### config.mk
export PLATFORM = sky130hd
export DESIGN_NAME = flash_cmd_ctrl
export DESIGN_NICKNAME = d
export VERILOG_FILES = /design/src/rtl/fcc_pkg.sv /design/src/rtl/fcc_bus_sampler.sv /design/src/rtl/fcc_stop_timer.sv /design/src/rtl/fcc_cmd_fsm.sv /design/src/rtl/fcc_out_mux.sv /design/src/rtl/flash_cmd_ctrl.sv
export SDC_FILE = /design/constraint.sdc
export NUM_CORES = 1
export LEC_CHECK = 0
export BUFFER_PORTS_ARGS = -buffer_cell sky130_fd_sc_hd__buf_2
export CAP_MARGIN = 10
export CORE_MARGIN = 1.5
export CORE_UTILIZATION = 53
export DETAILED_ROUTE_END_ITERATION = 8
export GPL_ROUTABILITY_DRIVEN = 0
export PLACE_DENSITY = 0.92
export SLEW_MARGIN = 15
export SYNTH_ARGS = -nofsm -noshare
export SYNTH_HDL_FRONTEND = slang
export SYNTH_SLANG_ARGS = --single-unit
### constraint.sdc
create_clock -name clk -period 2.62 [get_ports clk]
set_input_delay 0.131 -clock clk [delete_from_list [all_inputs] [get_ports clk]]
set_output_delay 0.131 -clock clk [all_outputs]
set_load 0.02 [all_outputs]
### src/rtl/fcc_pkg.sv
package fcc_pkg;
  typedef enum logic [3:0] {
    ST_READ, ST_SIG, ST_ERS_SU, ST_ERS_RUN, ST_ERS_VFY,
    ST_PRG_SU, ST_PRG_RUN, ST_PRG_VFY, ST_RST_SU, ST_HALT
  } fcc_state_e;

  localparam logic [7:0] CMD_READ  = 8'h00;
  localparam logic [7:0] CMD_SIG   = 8'h90;
  localparam logic [7:0] CMD_ERASE = 8'h20;
  localparam logic [7:0] CMD_EVFY  = 8'hA0;
  localparam logic [7:0] CMD_PROG  = 8'h40;
  localparam logic [7:0] CMD_PVFY  = 8'hC0;
  localparam logic [7:0] CMD_RESET = 8'hFF;
  localparam logic [7:0] MFR_CODE  = 8'h20;
  localparam logic [7:0] DEV_CODE  = 8'h07;

  function automatic fcc_state_e decode_cmd(input logic [7:0] c);
    case (c)
      CMD_SIG:   return ST_SIG;
      CMD_ERASE: return ST_ERS_SU;
      CMD_EVFY:  return ST_ERS_VFY;
      CMD_PROG:  return ST_PRG_SU;
      CMD_PVFY:  return ST_PRG_VFY;
      CMD_RESET: return ST_RST_SU;
      default:   return ST_READ;
    endcase
  endfunction
endpackage

### src/rtl/fcc_bus_sampler.sv
module fcc_bus_sampler (
  input  logic clk,
  input  logic rst_n,
  input  logic ce_n,
  input  logic we_n,
  input  logic vpp_hi,
  input  logic vcc_ok,
  output logic wr_start,
  output logic wr_commit
);
  logic we_q;

  always_ff @(posedge clk or negedge rst_n) begin
    if (!rst_n) we_q <= 1'b1;
    else        we_q <= we_n;
  end

  // falling edge of write enable with chip selected: capture address
  assign wr_start  = !ce_n && we_q && !we_n;
  // rising edge with chip selected: command byte lands, if writes allowed
  assign wr_commit = !ce_n && !we_q && we_n && vpp_hi && vcc_ok;
endmodule

### src/rtl/fcc_stop_timer.sv
module fcc_stop_timer #(
  parameter int LIMIT = 4096
) (
  input  logic clk,
  input  logic rst_n,
  input  logic run,
  output logic expire
);
  localparam int CW = $clog2(LIMIT + 1);
  localparam logic [CW-1:0] LAST = CW'(LIMIT - 1);

  logic [CW-1:0] cnt;

  always_ff @(posedge clk or negedge rst_n) begin
    if (!rst_n)       cnt <= '0;
    else if (!run)    cnt <= '0;
    else if (!expire) cnt <= cnt + 1'b1;
  end

  assign expire = run && (cnt == LAST);

  a_r9_count_bounded: assert property (@(posedge clk) disable iff (!rst_n)
    run |-> (cnt < CW'(LIMIT)));
endmodule

### src/rtl/fcc_cmd_fsm.sv
module fcc_cmd_fsm
  import fcc_pkg::*;
#(
  parameter int AW = 17,
  parameter int DW = 8
) (
  input  logic          clk,
  input  logic          rst_n,
  input  logic          vpp_hi,
  input  logic          wr_start,
  input  logic          wr_commit,
  input  logic [AW-1:0] addr,
  input  logic [DW-1:0] din,
  input  logic          expire,
  output fcc_state_e    state,
  output logic [AW-1:0] op_addr,
  output logic [DW-1:0] op_data
);
  logic [AW-1:0] bus_addr_q;
  logic          is_vfy, busy_ok;

  assign is_vfy  = (din[7:0] == CMD_EVFY) || (din[7:0] == CMD_PVFY);
  assign busy_ok = is_vfy || (din[7:0] == CMD_RESET);

  always_ff @(posedge clk or negedge rst_n) begin
    if (!rst_n) begin
      state      <= ST_READ;
      bus_addr_q <= '0;
      op_addr    <= '0;
      op_data    <= '0;
    end else begin
      if (wr_start) bus_addr_q <= addr;
      if (!vpp_hi) begin
        state <= ST_READ;
      end else if (wr_commit) begin
        unique case (state)
          ST_ERS_SU: state <= (din[7:0] == CMD_ERASE) ? ST_ERS_RUN : ST_READ;
          ST_PRG_SU: begin
            state   <= ST_PRG_RUN;
            op_addr <= bus_addr_q;
            op_data <= din;
          end
          ST_RST_SU: state <= ST_READ;
          ST_ERS_RUN, ST_PRG_RUN, ST_HALT: begin
            if (busy_ok) begin
              state <= decode_cmd(din[7:0]);
              if (is_vfy) op_addr <= bus_addr_q;
            end
          end
          default: begin
            state <= decode_cmd(din[7:0]);
            if (is_vfy) op_addr <= bus_addr_q;
          end
        endcase
      end else if (expire) begin
        state <= ST_HALT;
      end
    end
  end

  a_r2_vpp_low_forces_read: assert property (@(posedge clk) disable iff (!rst_n)
    !vpp_hi |=> (state == ST_READ));
  a_r5_prog_follows_setup: assert property (@(posedge clk) disable iff (!rst_n)
    (state == ST_PRG_RUN && $past(state) != ST_PRG_RUN) |-> ($past(state) == ST_PRG_SU));
  a_r7_erase_needs_confirm: assert property (@(posedge clk) disable iff (!rst_n)
    (state == ST_ERS_RUN && $past(state) != ST_ERS_RUN)
      |-> ($past(state) == ST_ERS_SU && $past(din[7:0]) == CMD_ERASE));
  a_r9_halt_from_run: assert property (@(posedge clk) disable iff (!rst_n)
    (state == ST_HALT && $past(state) != ST_HALT)
      |-> ($past(state) == ST_PRG_RUN || $past(state) == ST_ERS_RUN));
endmodule

### src/rtl/fcc_out_mux.sv
module fcc_out_mux
  import fcc_pkg::*;
#(
  parameter int AW = 17,
  parameter int DW = 8
) (
  input  logic          ce_n,
  input  logic          oe_n,
  input  logic          we_n,
  input  logic          vpp_hi,
  input  logic          sig_hv,
  input  logic [AW-1:0] addr,
  input  fcc_state_e    state,
  input  logic [AW-1:0] op_addr,
  input  logic [DW-1:0] op_data,
  input  logic [DW-1:0] arr_rdata,
  output logic [DW-1:0] dout,
  output logic          dout_en,
  output logic [AW-1:0] arr_addr,
  output logic [DW-1:0] arr_wdata,
  output logic          prog_req,
  output logic          erase_req,
  output logic          verify_rd,
  output logic          read_rd
);
  logic rd_active, sig_sel, vfy_mode;
  logic [DW-1:0] sig_byte;

  assign rd_active = !ce_n && !oe_n && we_n;
  assign sig_sel   = sig_hv || (vpp_hi && state == ST_SIG);
  assign vfy_mode  = vpp_hi && (state == ST_ERS_VFY || state == ST_PRG_VFY);
  assign sig_byte  = DW'(addr[0] ? DEV_CODE : MFR_CODE);

  assign prog_req  = (state == ST_PRG_RUN);
  assign erase_req = (state == ST_ERS_RUN);
  assign arr_addr  = (prog_req || vfy_mode) ? op_addr : addr;
  assign arr_wdata = op_data;

  always_comb begin
    dout_en   = rd_active;
    dout      = '0;
    verify_rd = 1'b0;
    read_rd   = 1'b0;
    if (rd_active) begin
      if (sig_sel) begin
        dout = sig_byte;
      end else begin
        dout      = arr_rdata;
        verify_rd = vfy_mode;
        read_rd   = !vfy_mode;
      end
    end
  end

  a_r1_strobes_exclusive: assert final (!(verify_rd && read_rd));
endmodule

### src/rtl/flash_cmd_ctrl.sv
module flash_cmd_ctrl
  import fcc_pkg::*;
#(
  parameter int AW          = 17,
  parameter int DW          = 8,
  parameter int STOP_CYCLES = 4096
) (
  input  logic          clk,
  input  logic          rst_n,
  input  logic          ce_n,
  input  logic          oe_n,
  input  logic          we_n,
  input  logic [AW-1:0] addr,
  input  logic [DW-1:0] din,
  input  logic          vpp_hi,
  input  logic          vcc_ok,
  input  logic          sig_hv,
  input  logic [DW-1:0] arr_rdata,
  output logic [DW-1:0] dout,
  output logic          dout_en,
  output logic [AW-1:0] arr_addr,
  output logic [DW-1:0] arr_wdata,
  output logic          prog_req,
  output logic          erase_req,
  output logic          verify_rd,
  output logic          read_rd
);
  logic       wr_start, wr_commit, expire, run;
  fcc_state_e state;
  logic [AW-1:0] op_addr;
  logic [DW-1:0] op_data;

  fcc_bus_sampler u_smp (
    .clk(clk), .rst_n(rst_n), .ce_n(ce_n), .we_n(we_n),
    .vpp_hi(vpp_hi), .vcc_ok(vcc_ok),
    .wr_start(wr_start), .wr_commit(wr_commit)
  );

  assign run = (state == ST_PRG_RUN) || (state == ST_ERS_RUN);

  fcc_stop_timer #(.LIMIT(STOP_CYCLES)) u_tmr (
    .clk(clk), .rst_n(rst_n), .run(run), .expire(expire)
  );

  fcc_cmd_fsm #(.AW(AW), .DW(DW)) u_fsm (
    .clk(clk), .rst_n(rst_n), .vpp_hi(vpp_hi),
    .wr_start(wr_start), .wr_commit(wr_commit),
    .addr(addr), .din(din), .expire(expire),
    .state(state), .op_addr(op_addr), .op_data(op_data)
  );

  fcc_out_mux #(.AW(AW), .DW(DW)) u_out (
    .ce_n(ce_n), .oe_n(oe_n), .we_n(we_n), .vpp_hi(vpp_hi), .sig_hv(sig_hv),
    .addr(addr), .state(state), .op_addr(op_addr), .op_data(op_data),
    .arr_rdata(arr_rdata), .dout(dout), .dout_en(dout_en),
    .arr_addr(arr_addr), .arr_wdata(arr_wdata),
    .prog_req(prog_req), .erase_req(erase_req),
    .verify_rd(verify_rd), .read_rd(read_rd)
  );

  a_r1_standby_quiet: assert property (@(posedge clk) disable iff (!rst_n)
    ce_n |-> !dout_en);
  a_r4_signature_codes: assert property (@(posedge clk) disable iff (!rst_n)
    (dout_en && sig_hv) |-> (dout == DW'(MFR_CODE) || dout == DW'(DEV_CODE)));
  a_r11_lockout_holds: assert property (@(posedge clk) disable iff (!rst_n)
    (vpp_hi && !vcc_ok && !run) |=> $stable(state));
endmodule

==> metrics.csv <==
metric;value;unit
HP Class;in2reg;
P per Cell Area;565.6;nW/um2
flop2flop setup slack;480;ps
Reg2Reg Depth;5;
most common cell in the synthesized netlist;dfrtp_1;
post-CTS setup buffer count;0;
skew final;9.521;ps
synth top area cells;dfrtp_1 (48%), mux2_2 (18%), mux2_1 (3.7%), nor2_1 (2.7%), xor2_1 (2.6%);
GRT Total Usage;22.05;%
FF+latch count, synth;60;
initial drt markers;92;
Worst Path Buf+Inv;3;
Crit Path Category;reg2out;
final hold vios;0;
cell count after synthesis;258;
Post-CTS Resized;0;
Cells after DPL;402;
Worst R2R End;u_fsm.state[2];
Commonest cells post-synth;dfrtp_1 (59), mux2_2 (49), nor2_1 (22);
hpwl dp;4.410;mm
gr ovfl total;0;
cell count along the critical path;6;
routed wire length per instance;15.29;um
Arr. time, crit path;2210;ps
worst vdd ir;0.3586;mV
share of the synthesized area in the top cell type;48.16;%
Post-Syn Nets;300;
vias;2315;
first-pass GRT wire length;10.45;mm
Post-synth EDFFs;0;
register area share after synthesis;49.02;%
worst setup path end;arr_addr[7];
Area growth, synth to finish;22.16;%
Distinct cells, synth;47;
Max stage delay cell, worst path;dfrtp_1;
Leak Pwr;0.001831;uW
crit path time final;2338;ps
CP Launch Point;u_fsm.state[0];
crit path capture type;primary output;
final setup TNS;0;ps
Row Count;27;
Initial Utilization;55.33;%
Mapped Area;3065;um2
final cycle utilization of the critical path;89.25;%
MaxCap Viol Count;0;
CTS tree;done;
DR pass1 iterations;4;
drt drc;0;
Setup crit start kind;register;
Worst Hold Slack;35.46;ps
status;finished clean;
Avg Inst Size Synth;11.88;um2
layout cells sized above 1;45.24;%
initial antenna violation count;0;
CTS Hold Bufs;2;
ys async rst share;100.0;%
Power Total;2118;uW
die width;79.05;um
CTS sink count;60;
Max Slew Vio Count;0;
max incr delay on CP;500;ps
worst-path maximum fanout;17;
Worst-Skew Late Latency;330;ps
core area;5540;um2
CTS HTree Levels;3;
vias per cell;5.525;
Die ar.;6249;um2
Worst EP required;2490;ps
Detail Route Antenna Nets;0;
RSZ-0062 raised after global routing;false;
Clock Tree Root;clkbuf_8;
Post-synth top flop;dfrtp_1;
RR Startpoint;u_fsm.state[2];
io pins;79;
CTS Buf Count;9;
Port Buffer Count;78;
clock-pin transition on the worst setup and hold timing paths;70;ps
largest net degree at the start of global routing;61;
Antenna Cells;0;
nets;385;
fmax;427.7;MHz
Bufs on Longest Clock Path;2;
final cell count without fillers;419;
Ys Warns;0;
Yosys top cell by area;dfrtp_1;
final setup vio count;0;
CP delay by family, top;buffers and inverters;
# fillers;430;
height of the die;79.05;um
vias in the first global route;2250;
Max-slew headroom;50.43;%
DRT Wirelength;6.405;mm
Cell Chain, Critical Path;inv_1 -> maj3_1 -> nand3b_1 -> buf_4 -> mux2_2 -> buf_2;
measured slew at the worst slew-check pin;743.5;ps
==> layout make-up <==
| class | count | area [um2] | area share [%] |
|---|---|---|---|
| Clock buffer | 10 | 127.6 | 3.408 |
| Clock inverter | 5 | 77.57 | 2.072 |
| Inverter | 6 | 22.52 | 0.6014 |
| Multi-Input combinational cell | 181 | 1476 | 39.43 |
| Sequential cell | 60 | 1503 | 40.13 |
| Tap cell | 72 | 90.09 | 2.406 |
| Timing Repair Buffer | 85 | 447.9 | 11.96 |
==> cell usage in the layout, fill, tap and decap left out, types with 2 or more instances in the layout <==
cell and count:
a211oi_1 3, a21oi_1 5, a31oi_1 3, and2_1 2
and3_1 6, and4_1 3, buf_2 78, buf_4 5
bufinv_16 2, clkbuf_8 9, clkinv_2 2, dfrtp_1 59
dlygate4sd3_1 2, inv_1 5, mux2_1 10, mux2_2 49
mux2_4 2, mux2i_1 5, nand2_1 12, nand3_1 6
nand4_1 6, nor2_1 22, nor2b_1 5, nor3_1 3
nor4_1 2, nor4b_1 3, o21ai_0 2, or3b_2 2
xnor2_1 4, xor2_1 9
==> per-stage QoR <==
stage | setup slack (ps) | instance area [um2] | utilization [%]
floorplan | 675.2 | 3065 | -
global placement | 541.9 | 3520 | 63.53
detailed placement | 469.7 | 3520 | 63.53
CTS | 267.7 | 3745 | 67.59
global route | 145.5 | 3745 | 67.59
finish | 281.7 | 3745 | 67.59
==> report_power, final <==
| part | internal [uW] | total [uW] | switching (uW) |
|---|---|---|---|
| clock network | 527 | 869 | 343 |
| logic | 116 | 232 | 116 |
| registers | 983 | 1020 | 33.8 |
| total | 1630 | 2120 | 493 |
==> logic make-up (layout without fill, tap and decap cells) <==
logic type      Yosys count  after routing  share of synthesized area, %
compound gates           18             18                         4.245
xor+xnor                 13             13                         3.714
fa+ha+maj                 2              2                        0.7346
buf+inv                  17            106                         2.816
flops                    60             60                         49.02
mux                      66             66                         24.29
simple gates             82             82                         15.18
==> worst min path at each step <==
stage               cells after the start  slack (ps)      from              endpoint
finish                                  2          40  addr[14]  u_fsm.bus_addr_q[14]
global route                            2          30   addr[9]   u_fsm.bus_addr_q[9]
CTS                                     2          20  addr[14]  u_fsm.bus_addr_q[14]
detailed placement                      1         270      we_n            u_smp.we_q
global placement                        1         270      we_n            u_smp.we_q
floorplan                               0        -160     rst_n   u_fsm.bus_addr_q[0]
==> sequential cells by signal, summed over array words and instances, names as in the netlist <==
name and cells:
u_fsm.bus_addr_q 17, u_fsm.op_addr 17, u_fsm.op_data 8, u_tmr.cnt 13, u_smp.we_q 1, u_fsm.state 4
==> metal layers <==
| layer | part of all wire [%] | vias up | global-route usage, % |
|---|---|---|---|
| li1 | - | 1106 | - |
| met5 | 0 | - | 0 |
| met3 | 5.9 | 5 | 5.057 |
| met4 | 1.0 | 0 | 9.649 |
| met2 | 51 | 81 | 37.52 |
| met1 | 42 | 1123 | 26.74 |
Note: power is estimated with default switching activity, not from simulation.
